`src/rtl/shmerge_alu.sv`:
```
module shmerge_alu #(
  parameter int DATA_W = 32,
  parameter int HALF_W = 16
) (
  input  logic              clk,
  input  logic              rst_n,
  input  logic              in_valid,
  input  logic [3:0]        in_op,
  input  logic              in_half,
  input  logic [DATA_W-1:0] in_a,
  input  logic [DATA_W-1:0] in_b,
  input  logic [DATA_W-1:0] in_c,
  output logic              out_valid,
  output logic [DATA_W-1:0] out_result,
  output logic              out_illegal
);
  localparam int SH_FULL = $clog2(DATA_W);
  localparam int SH_HALF = $clog2(HALF_W);
  localparam logic [3:0] OP_SHR_MASK  = 4'b1000;
  localparam logic [3:0] OP_SHL_MASK  = 4'b1001;
  localparam logic [3:0] OP_SHR_MERGE = 4'b1010;
  localparam logic [3:0] OP_SHL_MERGE = 4'b1011;
  localparam logic [3:0] OP_AND_MERGE = 4'b1100;
  localparam logic [DATA_W-1:0] HALF_MASK = {{(DATA_W-HALF_W){1'b0}}, {HALF_W{1'b1}}};

  logic [DATA_W-1:0]  width_mask;
  logic [DATA_W-1:0]  a_m, b_m, c_m;
  logic [SH_FULL-1:0] amt;
  logic [DATA_W-1:0]  shr, shl, raw, res_d;
  logic               bad_op;

  assign width_mask = in_half ? HALF_MASK : '1;
  assign a_m = in_a & width_mask;
  assign b_m = in_b & width_mask;
  assign c_m = in_c & width_mask;
  assign amt = in_half ? {{(SH_FULL-SH_HALF){1'b0}}, in_a[SH_HALF-1:0]} : in_a[SH_FULL-1:0];
  assign shr = b_m >> amt;
  assign shl = b_m << amt;

  always_comb begin
    bad_op = 1'b0;
    unique case (in_op)
      OP_SHR_MASK:  raw = shr & c_m;
      OP_SHL_MASK:  raw = shl & c_m;
      OP_SHR_MERGE: raw = shr | c_m;
      OP_SHL_MERGE: raw = shl | c_m;
      OP_AND_MERGE: raw = (b_m & a_m) | c_m;
      default: begin
        raw    = '0;
        bad_op = 1'b1;
      end
    endcase
  end

  assign res_d = raw & width_mask;

  always_ff @(posedge clk or negedge rst_n) begin
    if (!rst_n) begin
      out_valid   <= 1'b0;
      out_result  <= '0;
      out_illegal <= 1'b0;
    end else begin
      out_valid <= in_valid;
      if (in_valid) begin
        out_result  <= res_d;
        out_illegal <= bad_op;
      end
    end
  end
endmodule


```
`config.mk`:
```
export PLATFORM = sky130hd
export DESIGN_NAME = shmerge_alu
export DESIGN_NICKNAME = d
export VERILOG_FILES = /design/src/rtl/shmerge_alu.sv
export SDC_FILE = /design/constraint.sdc
export NUM_CORES = 1
export LEC_CHECK = 0
export BUFFER_PORTS_ARGS = -buffer_cell sky130_fd_sc_hd__clkbuf_2
export CAP_MARGIN = 20
export CORE_MARGIN = 2
export CORE_UTILIZATION = 52
export DETAILED_ROUTE_END_ITERATION = 10
export PLACE_DENSITY = 0.77
export SETUP_SLACK_MARGIN = 0.1
export SYNTH_ARGS = -nofsm -noshare
export SYNTH_HDL_FRONTEND = slang
export SYNTH_SLANG_ARGS = --single-unit
export TNS_END_PERCENT = 100
```
`constraint.sdc`:
```
create_clock -name clk -period 1.4 [get_ports clk]
set_clock_uncertainty 0.15 [all_clocks]
set_input_delay 0.07 -clock clk [delete_from_list [all_inputs] [get_ports clk]]
set_output_delay 0.07 -clock clk [all_outputs]
set_load 0.02 [all_outputs]
```
==> flow_metrics.py, run 1 <==
metrics = {
    "placement": {
        "place_area_sq_um": 10000,
        "numPortBuffers": 137,
        "gp_congestion": 1.09,
        "dp_hpwl_um": 28200,
        "pre_cts_ws_ps": -1140,
    },
    "synthesis": {
        "yosys.area_share.simple": 0.182,
        "syn_inst": 830,
        "ys_ff_latch": 34,
        "synth.area.mux_share": 0.309,
        "ys.flop_type": "dfrtp_1",
        "synthesis.area_sq_um": 6890,
        "synth.area.top_cells": "mux4_2 19%, dfrtp_1 12%, mux2i_1 5.5%",
        "ys_warn_count": 0,
        "synth_area_leader_cell": "mux4_2",
        "ys_async_sr_fraction": 1.00,
        "yosys.area_share.adder": 0,
        "synth_top_area_frac": 0.193,
        "synth.avg_cell_area_sq_um": 8.30,
        "synth-compound-area-share": 0.310,
        "ys_seq_area_frac": 0.124,
        "synth_nets": 934,
        "synth_cell_types": 78,
        "synth_edf_count": 0,
        "synth_top_family_by_area": "compound AO/OA/AOI/OAI gates",
        "synth_xor_area_frac": 0,
    },
    "clock_tree": {
        "cts_root_buffer": "clkbuf_16",
        "htree_levels": 2,
        "clock_sinks": 34,
        "clockBufferDepth": 2,
        "cts_buffers": 5,
    },
    "sta": {
        "postGrtWorstEndpoint": "out_result[9]$_DFFE_PN0P_/D",
        "worstEpCategory": "sequential cell input",
    },
    "floorplanning": {
        "die_h_um": 119,
        "start_util": 0.526,
        "rows": 42,
        "io_pins": 138,
        "die_w_um": 119,
    },
    "status": {
        "haltStage": "5_1_grt",
        "stop_error": "[ERROR GRT-0232] Routing congestion too high. Check the congestion heatmap in the GUI.",
        "outcome": "aborted with a tool error",
    },
    "global_route": {
        "grt_max_degree": 35,
        "grt-ovfl-total": 68,
        "gr-usage-all-layers": 0.825,
    },
}
Yosys cell counts (5+ instances only):
master	n
nand2_1	67
o2bb2ai_1	7
a31oi_1	48
clkbuf_1	62
a221o_1	5
and3_1	12
nor2b_1	12
a311oi_1	5
nor2_1	59
mux2_2	28
buf_4	9
buf_1	6
a211oi_1	15
and2_1	8
nand2b_1	12
o31ai_1	7
buf_2	20
inv_1	7
nor3_1	16
a21oi_1	36
o22ai_1	14
dfrtp_1	34
o21ai_0	56
mux4_2	59
nor3b_1	6
o221ai_1	9
o211ai_1	12
nand4_1	6
nand3_1	26
a221oi_1	5
mux2i_1	38
o2111ai_1	5
a22oi_1	28
logic make-up after synthesis:
family | Yosys count
muxes | 129
AOI/OAI and AO/OA | 308
buffers and inverters | 110
DFF | 34
and+or+nand+nor | 249
routing by layer:
| layer | GRT usage | overflow |
|---|---|---|
| met3 | 0.685 | 0 |
| met4 | 0.838 | 25 |
| met5 | 0.239 | 0 |
| met2 | 0.963 | 41 |
| met1 | 0.839 | 2 |
per-stage QoR:
stage	util	cells
floorplan	-	830
global placement	0.767	1359
detailed placement	0.767	1359
CTS	0.860	1400
what timing repair did:
action / 4_1_cts
gates resized for setup: 182
hold buffers: 11
setup endpoints to repair: 32
buffers inserted: 23
pin swaps: 42
hold endpoints to repair: 43
cloned: 2
==> run 2: changes to the inputs <==
- CORE_UTILIZATION: 52 -> 40
- PLACE_DENSITY: 0.77 -> default
- PLACE_DENSITY_LB_ADDON: default -> 0.15
- SETUP_SLACK_MARGIN: 0.1 -> default
- clock period: 1.4 -> 1.8 ns (I/O delays scaled with it)
==> run 2 against run 1 <==
Net effect:
- the flow now finishes, with violations (hold timing, setup timing)
- synthesized area unchanged
- synthesized cell count unchanged
==> flow_metrics.py, run 2 <==
metrics = {
    "clock_tree": {
        "clockBufferDepth": 2,
        "cts_buffers": 5,
        "cts_tree": "done",
        "htree_levels": 2,
        "clk_pin_slew_worst_paths_ps": 70,
        "clock_sinks": 34,
        "insertion_delay_ps": 290,
        "cts_root_buffer": "clkbuf_16",
    },
    "layout": {
        "drive_gt1_frac": 0.552,
        "layout_commonest_cell": "buf_4",
        "area_growth_pct": 64.5,
        "mostFrequentLayoutCells": "280 x buf_4, 116 x clkbuf_2, 66 x nand2_1",
        "nets": 1314,
        "reg.largest.list": "out_result: 32 flops, out_illegal: 1 flops, out_valid: 1 flops",
        "fillers": 1418,
        "fin_util": 0.678,
        "diodes": 0,
        "regMostFlops": "out_result",
        "largest_register_ffs": 32,
    },
    "synthesis": {
        "syn_inst": 830,
        "synth_area_leader_cell": "mux4_2",
        "synth_edf_count": 0,
        "synth_top_area_frac": 0.193,
        "ys_warn_count": 0,
        "ys_ff_latch": 34,
        "ys.flop_type": "dfrtp_1",
        "ys_async_sr_fraction": 1.00,
        "synth_nets": 934,
        "synth_cell_types": 78,
        "synth.area.top_cells": "mux4_2 19%, dfrtp_1 12%, mux2i_1 5.5%",
        "synth.most_common_cell": "nand2_1",
        "synth_common_cells": "67 x nand2_1, 62 x clkbuf_1, 59 x mux4_2, 59 x nor2_1, 56 x o21ai_0",
        "ys_seq_area_frac": 0.124,
        "synth.avg_cell_area_sq_um": 8.30,
        "synthesis.area_sq_um": 6890,
    },
    "floorplanning": {
        "dieArea_sq_um": 18300,
        "die_w_um": 135,
        "rows": 47,
        "start_util": 0.412,
        "io_pins": 138,
        "die_h_um": 135,
        "core_sq_um": 16700,
    },
    "global_route": {
        "gr-usage-all-layers": 0.395,
        "grt_pass1_vias": 9016,
        "grt_pass1_wl_um": 54900,
        "grt-ovfl-total": 0,
        "antenna_found_initial": 1,
        "grt_max_degree": 23,
    },
    "detailed_routing": {
        "vias_per_cell": 6.77,
        "drt_iter0_drc": 1352,
        "drcViolationCount": 0,
        "dr_total_vias": 9694,
        "wl_per_cell_um": 26.1,
        "postRouteAntennaNets": 0,
        "wl_um": 37300,
        "first_pass_iters": 5,
    },
    "sta": {
        "slew_viol_final": 0,
        "finalCritPeriodShare": 1.04,
        "finalHoldViolCount": 2,
        "slew_headroom": 0.678,
        "rsz0062_at_grt": "true",
        "timing.hold.ws_ps": -7.36,
        "worstMarginPinSlew_ps": 480,
        "worst_slack_ps": -73.9,
        "setup_violations": 9,
        "max_freq_ghz": 0.534,
        "period_needed_ps": 1870,
    },
    "hold_path": {
        "hold_class": "in2reg",
        "min_from": "in_c[13]",
    },
    "critical_path": {
        "cp_cell_sequence": "buf_16 > buf_8 > nand2b_4 > mux4_2 > mux2_4 > buf_6 > or3_4 > a211oi_2",
        "required_ps": 1860,
        "critical_path_buf_inv_count": 3,
        "critical_path.max_stage_delay_ps": 510,
        "critPathMaxFanout": 5,
        "critPathTopFamily": "multiplexers",
        "crit_path_end_kind": "flip-flop",
        "worst_path_max_delay_cell": "mux4_2",
        "setup.worst_path.class": "in2reg",
        "crit_start": "in_a[0]",
        "critPathLaunchType": "input port",
        "critPathArrivalTime_ps": 1930,
        "r2r-start": "out_result[15]",
    },
    "power": {
        "p_leak_nw": 4.92,
        "vdd_drop_max_uv": 341,
        "power_density_nw_per_um2": 425,
        "power.total_mw": 4.81,
    },
    "status": {
        "violations": "hold timing, setup timing",
        "outcome": "finished, violations left",
    },
    "run": {
        "cap_violations": 0,
    },
    "placement": {
        "pre_cts_ws_ps": -985,
        "dp_hpwl_um": 28600,
        "gp_congestion": 1.04,
        "numPortBuffers": 137,
    },
}
-- run 2: cell type report --
cell class / instances / area (sq um) / area share
flip-flops and latches: 34 / 851 / 0.0751
clock inverters: 2 / 12.5 / 0.00110
well taps: 220 / 275 / 0.0243
repair buffers: 475 / 3900 / 0.344
multi-input cells: 686 / 6120 / 0.540
clock buffers: 6 / 139 / 0.0123
inverters: 8 / 31.3 / 0.00276
-- run 2: metal layers --
metal | global-route usage | part of all wire | routed length, um | vias up
li1 | - | - | - | 4125
met1 | 0.554 | 0.39 | 14700 | 4733
met2 | 0.607 | 0.45 | 16700 | 728
met3 | 0.0786 | 0.12 | 4510 | 108
met4 | 0.136 | 0.039 | 1450 | 0
met5 | 0 | 0 | 0 | -
-- run 2: worst min-delay path: stages --
cell	delay, ps
clkbuf_2	100
a32oi_1	100
o21ai_1	110
-- run 2: worst paths after layout --
path / end / slack [ps] / cells after the start
min: out_result[13] / -7 / 3
max reg2reg: out_result[15] / 120 / 5
max: out_result[30] / -70 / 8
min reg2reg: out_result[5] / 340 / 1
min in group asynchronous: out_illegal / 90 / 2
max in group asynchronous: out_result[22] / 890 / 3
-- run 2: logic make-up after synthesis --
kind of cell,after synthesis,share of synthesized area
muxes,129,0.309
AOI/OAI and AO/OA,308,0.310
and+or+nand+nor,249,0.182
buffers and inverters,110,0.0765
DFF,34,0.124
-- run 2: through the flow --
stage / area (sq um) / cells / setup TNS (ps)
6_report: 11300 / 1431 / -414
5_1_grt: 11300 / 1431 / -933
4_1_cts: 10700 / 1415 / -198
3_5_place_dp: 9830 / 1386 / -23780
3_3_place_gp: 9830 / 1386 / -23000
2_1_floorplan: 7020 / 830 / -4810
-- run 2: repair_timing --
action / CTS / global route
resized for setup: 104 / 124
endpoints found under the hold margin: 41 / 0
setup endpoints to repair: 32 / 31
setup buffers: 9 / 16
cloned: 6 / 1
pin swaps: 31 / 47
hold buffers: 7 / 0
-- run 2: report_power, final --
group          switching (mW)  internal (mW)  total, mW
combinational            1.55           1.49       3.05
sequential             0.0188          0.794      0.813
clock                   0.402          0.550      0.952
total                    1.97           2.84       4.81
(Power assumes the default switching activity.)
==> run 3: changes to the inputs <==
- clock period: 1.8 -> 2.25 ns (I/O delays scaled with it)
==> run 3 against run 2 <==
Net effect:
- the flow now finishes without violations
- power down 31%
- clock power down 26%
- setup slack improved by 160 ps
- utilization shrank 11 points
- combinational power fell by 35%
==> flow_metrics.py, run 3 (synthesized netlist as in run 2, its figures left out) <==
metrics = {
    "detailed_routing": {
        "wl_um": 33600,
        "wl_per_cell_um": 25.4,
        "postRouteAntennaNets": 0,
        "dr_total_vias": 8789,
        "vias_per_cell": 6.65,
        "first_pass_iters": 8,
        "drcViolationCount": 0,
        "drt_iter0_drc": 1347,
    },
    "placement": {
        "place_area_sq_um": 9230,
        "gp_congestion": 1.02,
        "dp.cells": 1311,
        "numPortBuffers": 137,
        "dp_hpwl_um": 27000,
    },
    "clock_tree": {
        "clockBufferDepth": 2,
        "clk_pin_slew_worst_paths_ps": 60,
        "post_cts_buffers": 0,
        "cts_tree": "done",
        "clock_sinks": 34,
        "cts_root_buffer": "clkbuf_16",
        "cts_buffers": 5,
        "htree_levels": 2,
        "insertion_delay_ps": 280,
    },
    "power": {
        "internal_power_mw": 1.94,
        "p_leak_nw": 4.03,
        "power_density_nw_per_um2": 352,
        "power_switching_mw": 1.38,
        "seq_power_share": 0.196,
        "p_sw_frac": 0.416,
        "clock_power_share": 0.211,
        "vdd_drop_max_uv": 223,
        "p_comb_frac": 0.593,
    },
    "layout": {
        "mostFrequentLayoutCells": "210 x buf_4, 135 x clkbuf_2, 67 x nand2_1",
        "area_growth_pct": 36.7,
        "drive_gt1_frac": 0.430,
        "nets": 1205,
        "layout.cells.non_filler": 1321,
        "layout_commonest_cell": "buf_4",
        "diodes": 0,
        "largest_register_ffs": 32,
        "final_area_sq_um": 9420,
        "reg.largest.list": "out_result: 32 flops, out_illegal: 1 flops, out_valid: 1 flops",
        "regMostFlops": "out_result",
    },
    "global_route": {
        "grt_max_degree": 35,
        "grt-ovfl-total": 0,
        "grt_pass1_wl_um": 51300,
        "antenna_found_initial": 0,
        "grt_pass1_vias": 8431,
        "gr-usage-all-layers": 0.367,
    },
    "floorplanning": {
        "rows": 47,
        "io_pins": 138,
        "core_sq_um": 16700,
        "dieArea_sq_um": 18300,
        "die_h_um": 135,
        "die_w_um": 135,
        "start_util": 0.412,
    },
    "sta": {
        "finalHoldViolCount": 0,
        "slew_viol_final": 0,
        "setup_violations": 0,
        "slew_headroom": 0.485,
        "timing.hold.ws_ps": 10.6,
        "rsz0062_at_grt": "false",
        "period_needed_ps": 2160,
        "max_freq_ghz": 0.463,
        "worstMarginPinSlew_ps": 769,
        "finalCritPeriodShare": 0.960,
    },
    "hold_path": {
        "hold_class": "in2reg",
    },
    "critical_path": {
        "required_ps": 2260,
        "critPathLaunchType": "input port",
        "crit_path_end_kind": "flip-flop",
        "critPathArrivalTime_ps": 2170,
        "setup.worst_path.class": "in2reg",
        "critPathMaxFanout": 19,
    },
    "run": {
        "cap_violations": 0,
    },
    "status": {
        "outcome": "completed",
    },
}
## run 3: cell types whose count changed in the layout (fill, tap and decap cells not counted), sizes merged
cell         delta
buf           -113
bufbuf          -2
clkbuf          +9
clkinv          +1
clkinvlp        -1
dlygate4sd3     -4
## run 3: what timing repair did
action / CTS / global route
endpoints found under the setup margin: 1 / 21
gates resized for setup: 1 / 9
endpoints found under the hold margin: 36 / 0
hold buffers: 3 / 0
pin swaps: 0 / 1
cloned: 0 / 0
## run 3: final timing paths
| path | depth (start not counted) | endpoint | startpoint | slack [ps] |
|---|---|---|---|---|
| max | 9 | out_result[6] | in_a[0] | 90 |
| min | 3 | out_result[18] | in_c[18] | 10 |
| max reg2reg | 5 | out_result[15] | out_result[15] | 540 |
| min reg2reg | 2 | out_result[9] | out_result[9] | 340 |
| max in group asynchronous | 3 | out_result[28] | rst_n | 1310 |
| min in group asynchronous | 3 | out_result[0] | rst_n | 270 |
## run 3: critical path, stage by stage
cell and delay [ps]:
buf_6 210, buf_4 260, mux4_2 540, buf_4 150
mux2_2 300, a22oi_1 140, o21ai_0 170, a21oi_1 160
o21ai_0 110
## run 3: final cells by class
class,count,area [sq um]
fill,1616,7280
multi-input combinational,686,5520
timing repair buffer,366,2600
sequential,34,851
tap,220,275
clock buffer,5,125
inverter,8,30.0
clock inverter,2,10.0
## run 3: per-stage QoR
step,utilization,setup WS (ps),total power [mW],TNS (ps)
2_1_floorplan,-,110,1.64,0
3_3_place_gp,0.553,-332,2.56,-5420
3_5_place_dp,0.553,-307,2.56,-5790
4_1_cts,0.563,9.30,3.27,0
5_1_grt,0.564,2.86,3.45,0
6_report,0.564,90.1,3.32,0
## run 3: routing by layer
metal  part of all wire  wire length [um]  vias to the layer above  global-route usage
met3               0.13              4200                       77              0.0860
met4              0.034              1130                        0               0.106
li1                   -                 -                     3887                   -
met5                  0                 0                        -                   0
met2               0.43             14500                      631               0.553
met1               0.41             13800                     4194               0.526
## run 3: power by group through the flow
| stage | registers [mW] | logic, mW | clock network, mW |
|---|---|---|---|
| finish | 0.651 | 1.97 | 0.700 |
| global route | 0.653 | 2.08 | 0.717 |
| CTS | 0.651 | 1.91 | 0.702 |
| detailed placement | 0.662 | 1.90 | 0 |
| global placement | 0.661 | 1.90 | 0 |
| floorplan | 0.690 | 0.952 | 0 |
==> run 4: changes to the inputs <==
- CTS_BUF_LIST: default -> sky130_fd_sc_hd__clkbuf_4 sky130_fd_sc_hd__clkbuf_8
==> run 4 against run 3 <==
Net effect:
- utilization decreased by 0.16 points
- combinational power about the same
- first-iteration DRC count decreased by 6.1%
- final cell count increased by 0.23%
- critical endpoint unchanged
- via count increased by 1.6%
- largest cell class unchanged
- cell area decreased by 0.28%
- largest power group unchanged
- fmax increased by 0.63%
- critical path depth unchanged
- highest routed layer is now met5
- hold slack got worse by 9.2 ps
- critical path type unchanged
- flip-flop and latch count unchanged
==> flow_metrics.py, run 4 (synthesized netlist as in run 2, its figures left out) <==
metrics = {
    "sta": {
        "worstMarginPinSlew_ps": 777,
        "setup_violations": 0,
        "rsz0062_at_grt": "false",
        "timing.hold.ws_ps": 1.44,
        "slew_viol_final": 0,
        "finalHoldViolCount": 0,
        "finalCritPeriodShare": 0.954,
        "slew_headroom": 0.481,
        "max_freq_ghz": 0.466,
        "period_needed_ps": 2150,
    },
    "floorplanning": {
        "io_pins": 138,
        "rows": 47,
        "start_util": 0.412,
        "core_sq_um": 16700,
        "dieArea_sq_um": 18300,
        "die_h_um": 135,
        "die_w_um": 135,
    },
    "placement": {
        "numPortBuffers": 137,
        "dp.cells": 1311,
        "place_area_sq_um": 9230,
        "gp_congestion": 1.02,
        "dp_hpwl_um": 27000,
    },
    "clock_tree": {
        "htree_levels": 2,
        "cts_buffers": 5,
        "insertion_delay_ps": 310,
        "clk_pin_slew_worst_paths_ps": 90,
        "clockBufferDepth": 2,
        "cts_root_buffer": "clkbuf_8",
        "clock_sinks": 34,
        "cts_tree": "done",
        "post_cts_buffers": 0,
    },
    "detailed_routing": {
        "drcViolationCount": 0,
        "postRouteAntennaNets": 0,
        "first_pass_iters": 7,
        "met3_length_um": 4320,
        "wl_um": 33700,
        "drt_iter0_drc": 1265,
        "wl_per_cell_um": 25.5,
        "dr_total_vias": 8927,
        "top_layer_used": "met5",
        "route.met2.wl_um": 14500,
        "vias_per_cell": 6.74,
        "wl_met1_um": 13800,
    },
    "global_route": {
        "gr-usage-all-layers": 0.368,
        "grt-ovfl-total": 0,
        "grt_max_degree": 35,
        "grt_pass1_wl_um": 51500,
        "grt_pass1_vias": 8442,
        "antenna_found_initial": 1,
    },
    "status": {
        "outcome": "completed",
    },
    "power": {
        "power_density_nw_per_um2": 331,
        "seq_power_share": 0.209,
        "clock_power_share": 0.156,
        "p_leak_nw": 4.01,
        "p_comb_frac": 0.635,
        "p_sw_frac": 0.438,
        "vdd_drop_max_uv": 188,
        "power_switching_mw": 1.36,
        "power.total_mw": 3.11,
        "internal_power_mw": 1.75,
    },
    "critical_path": {
        "critPathLaunchType": "input port",
        "setup.worst_path.class": "in2reg",
        "critPathMaxFanout": 19,
        "critPathArrivalTime_ps": 2170,
        "crit_path_end_kind": "flip-flop",
        "required_ps": 2280,
    },
    "layout": {
        "diodes": 0,
        "layout_commonest_cell": "buf_4",
        "largest_register_ffs": 32,
        "regMostFlops": "out_result",
        "mostFrequentLayoutCells": "210 x buf_4, 135 x clkbuf_2, 67 x nand2_1",
        "area_growth_pct": 36.3,
        "final_area_sq_um": 9390,
        "drive_gt1_frac": 0.428,
        "reg.largest.list": "out_result: 32 flops, out_illegal: 1 flops, out_valid: 1 flops",
        "layout.cells.non_filler": 1324,
        "fin_util": 0.562,
        "nets": 1208,
    },
    "hold_path": {
        "hold_class": "in2reg",
    },
    "run": {
        "cap_violations": 0,
    },
}
-- run 4: cell count changes in the layout (fill, tap and decap cells not counted) --
cell           before  now
dlygate4sd3_1       3    6
a21boi_1            1    0
a21boi_0            0    1
clkbuf_16           5    0
clkbuf_8            0    5
-- run 4: worst max-delay path, cell delays in order --
cell,delay [ps]
buf_6,200
buf_4,270
mux4_2,540
buf_4,150
mux2_2,300
a22oi_1,140
o21ai_0,180
a21oi_1,160
o21ai_0,110
-- run 4: what timing repair did --
item,CTS,global route
resized for setup,0,9
endpoints found under the hold margin,39,0
endpoints found under the setup margin,0,17
hold buffers,6,0
-- run 4: cell type report --
class | count | area, sq um
clock buffer | 5 | 68.8
timing repair buffer | 369 | 2630
sequential | 34 | 851
multi-input combinational | 686 | 5520
inverter | 8 | 30.0
fill | 1621 | 7310
clock inverter | 2 | 10.0
tap | 220 | 275
-- run 4: worst paths after layout --
check,slack [ps],cells after the start,endpoint,startpoint
min reg2reg,340,1,out_result[18],out_result[18]
min in group asynchronous,250,3,out_result[10],rst_n
max,100,9,out_result[6],in_a[0]
min,1,4,out_result[0],in_c[0]
max reg2reg,530,5,out_result[15],out_result[15]
max in group asynchronous,1330,3,out_result[22],rst_n
-- run 4: per-layer routing --
| metal | GRT usage | up-vias |
|---|---|---|
| li1 | - | 3888 |
| met5 | 0 | - |
| met2 | 0.554 | 662 |
| met1 | 0.524 | 4282 |
| met3 | 0.0935 | 93 |
| met4 | 0.101 | 2 |
-- run 4: power groups by stage --
stage                     logic [mW]  registers (mW)  clock network [mW]
final                           1.98           0.650               0.485
after global routing            2.08           0.653               0.503
after CTS                       1.92           0.650               0.488
after detailed placement        1.90           0.662                   0
after global placement          1.90           0.661                   0
after floorplan                0.952           0.690                   0
-- run 4: through the flow --
step / setup TNS [ps] / setup slack (ps)
floorplan: 0 / 110
global placement: -5420 / -332
detailed placement: -5790 / -307
CTS: 0 / 21.7
global route: 0 / 14.4
finish: 0 / 104
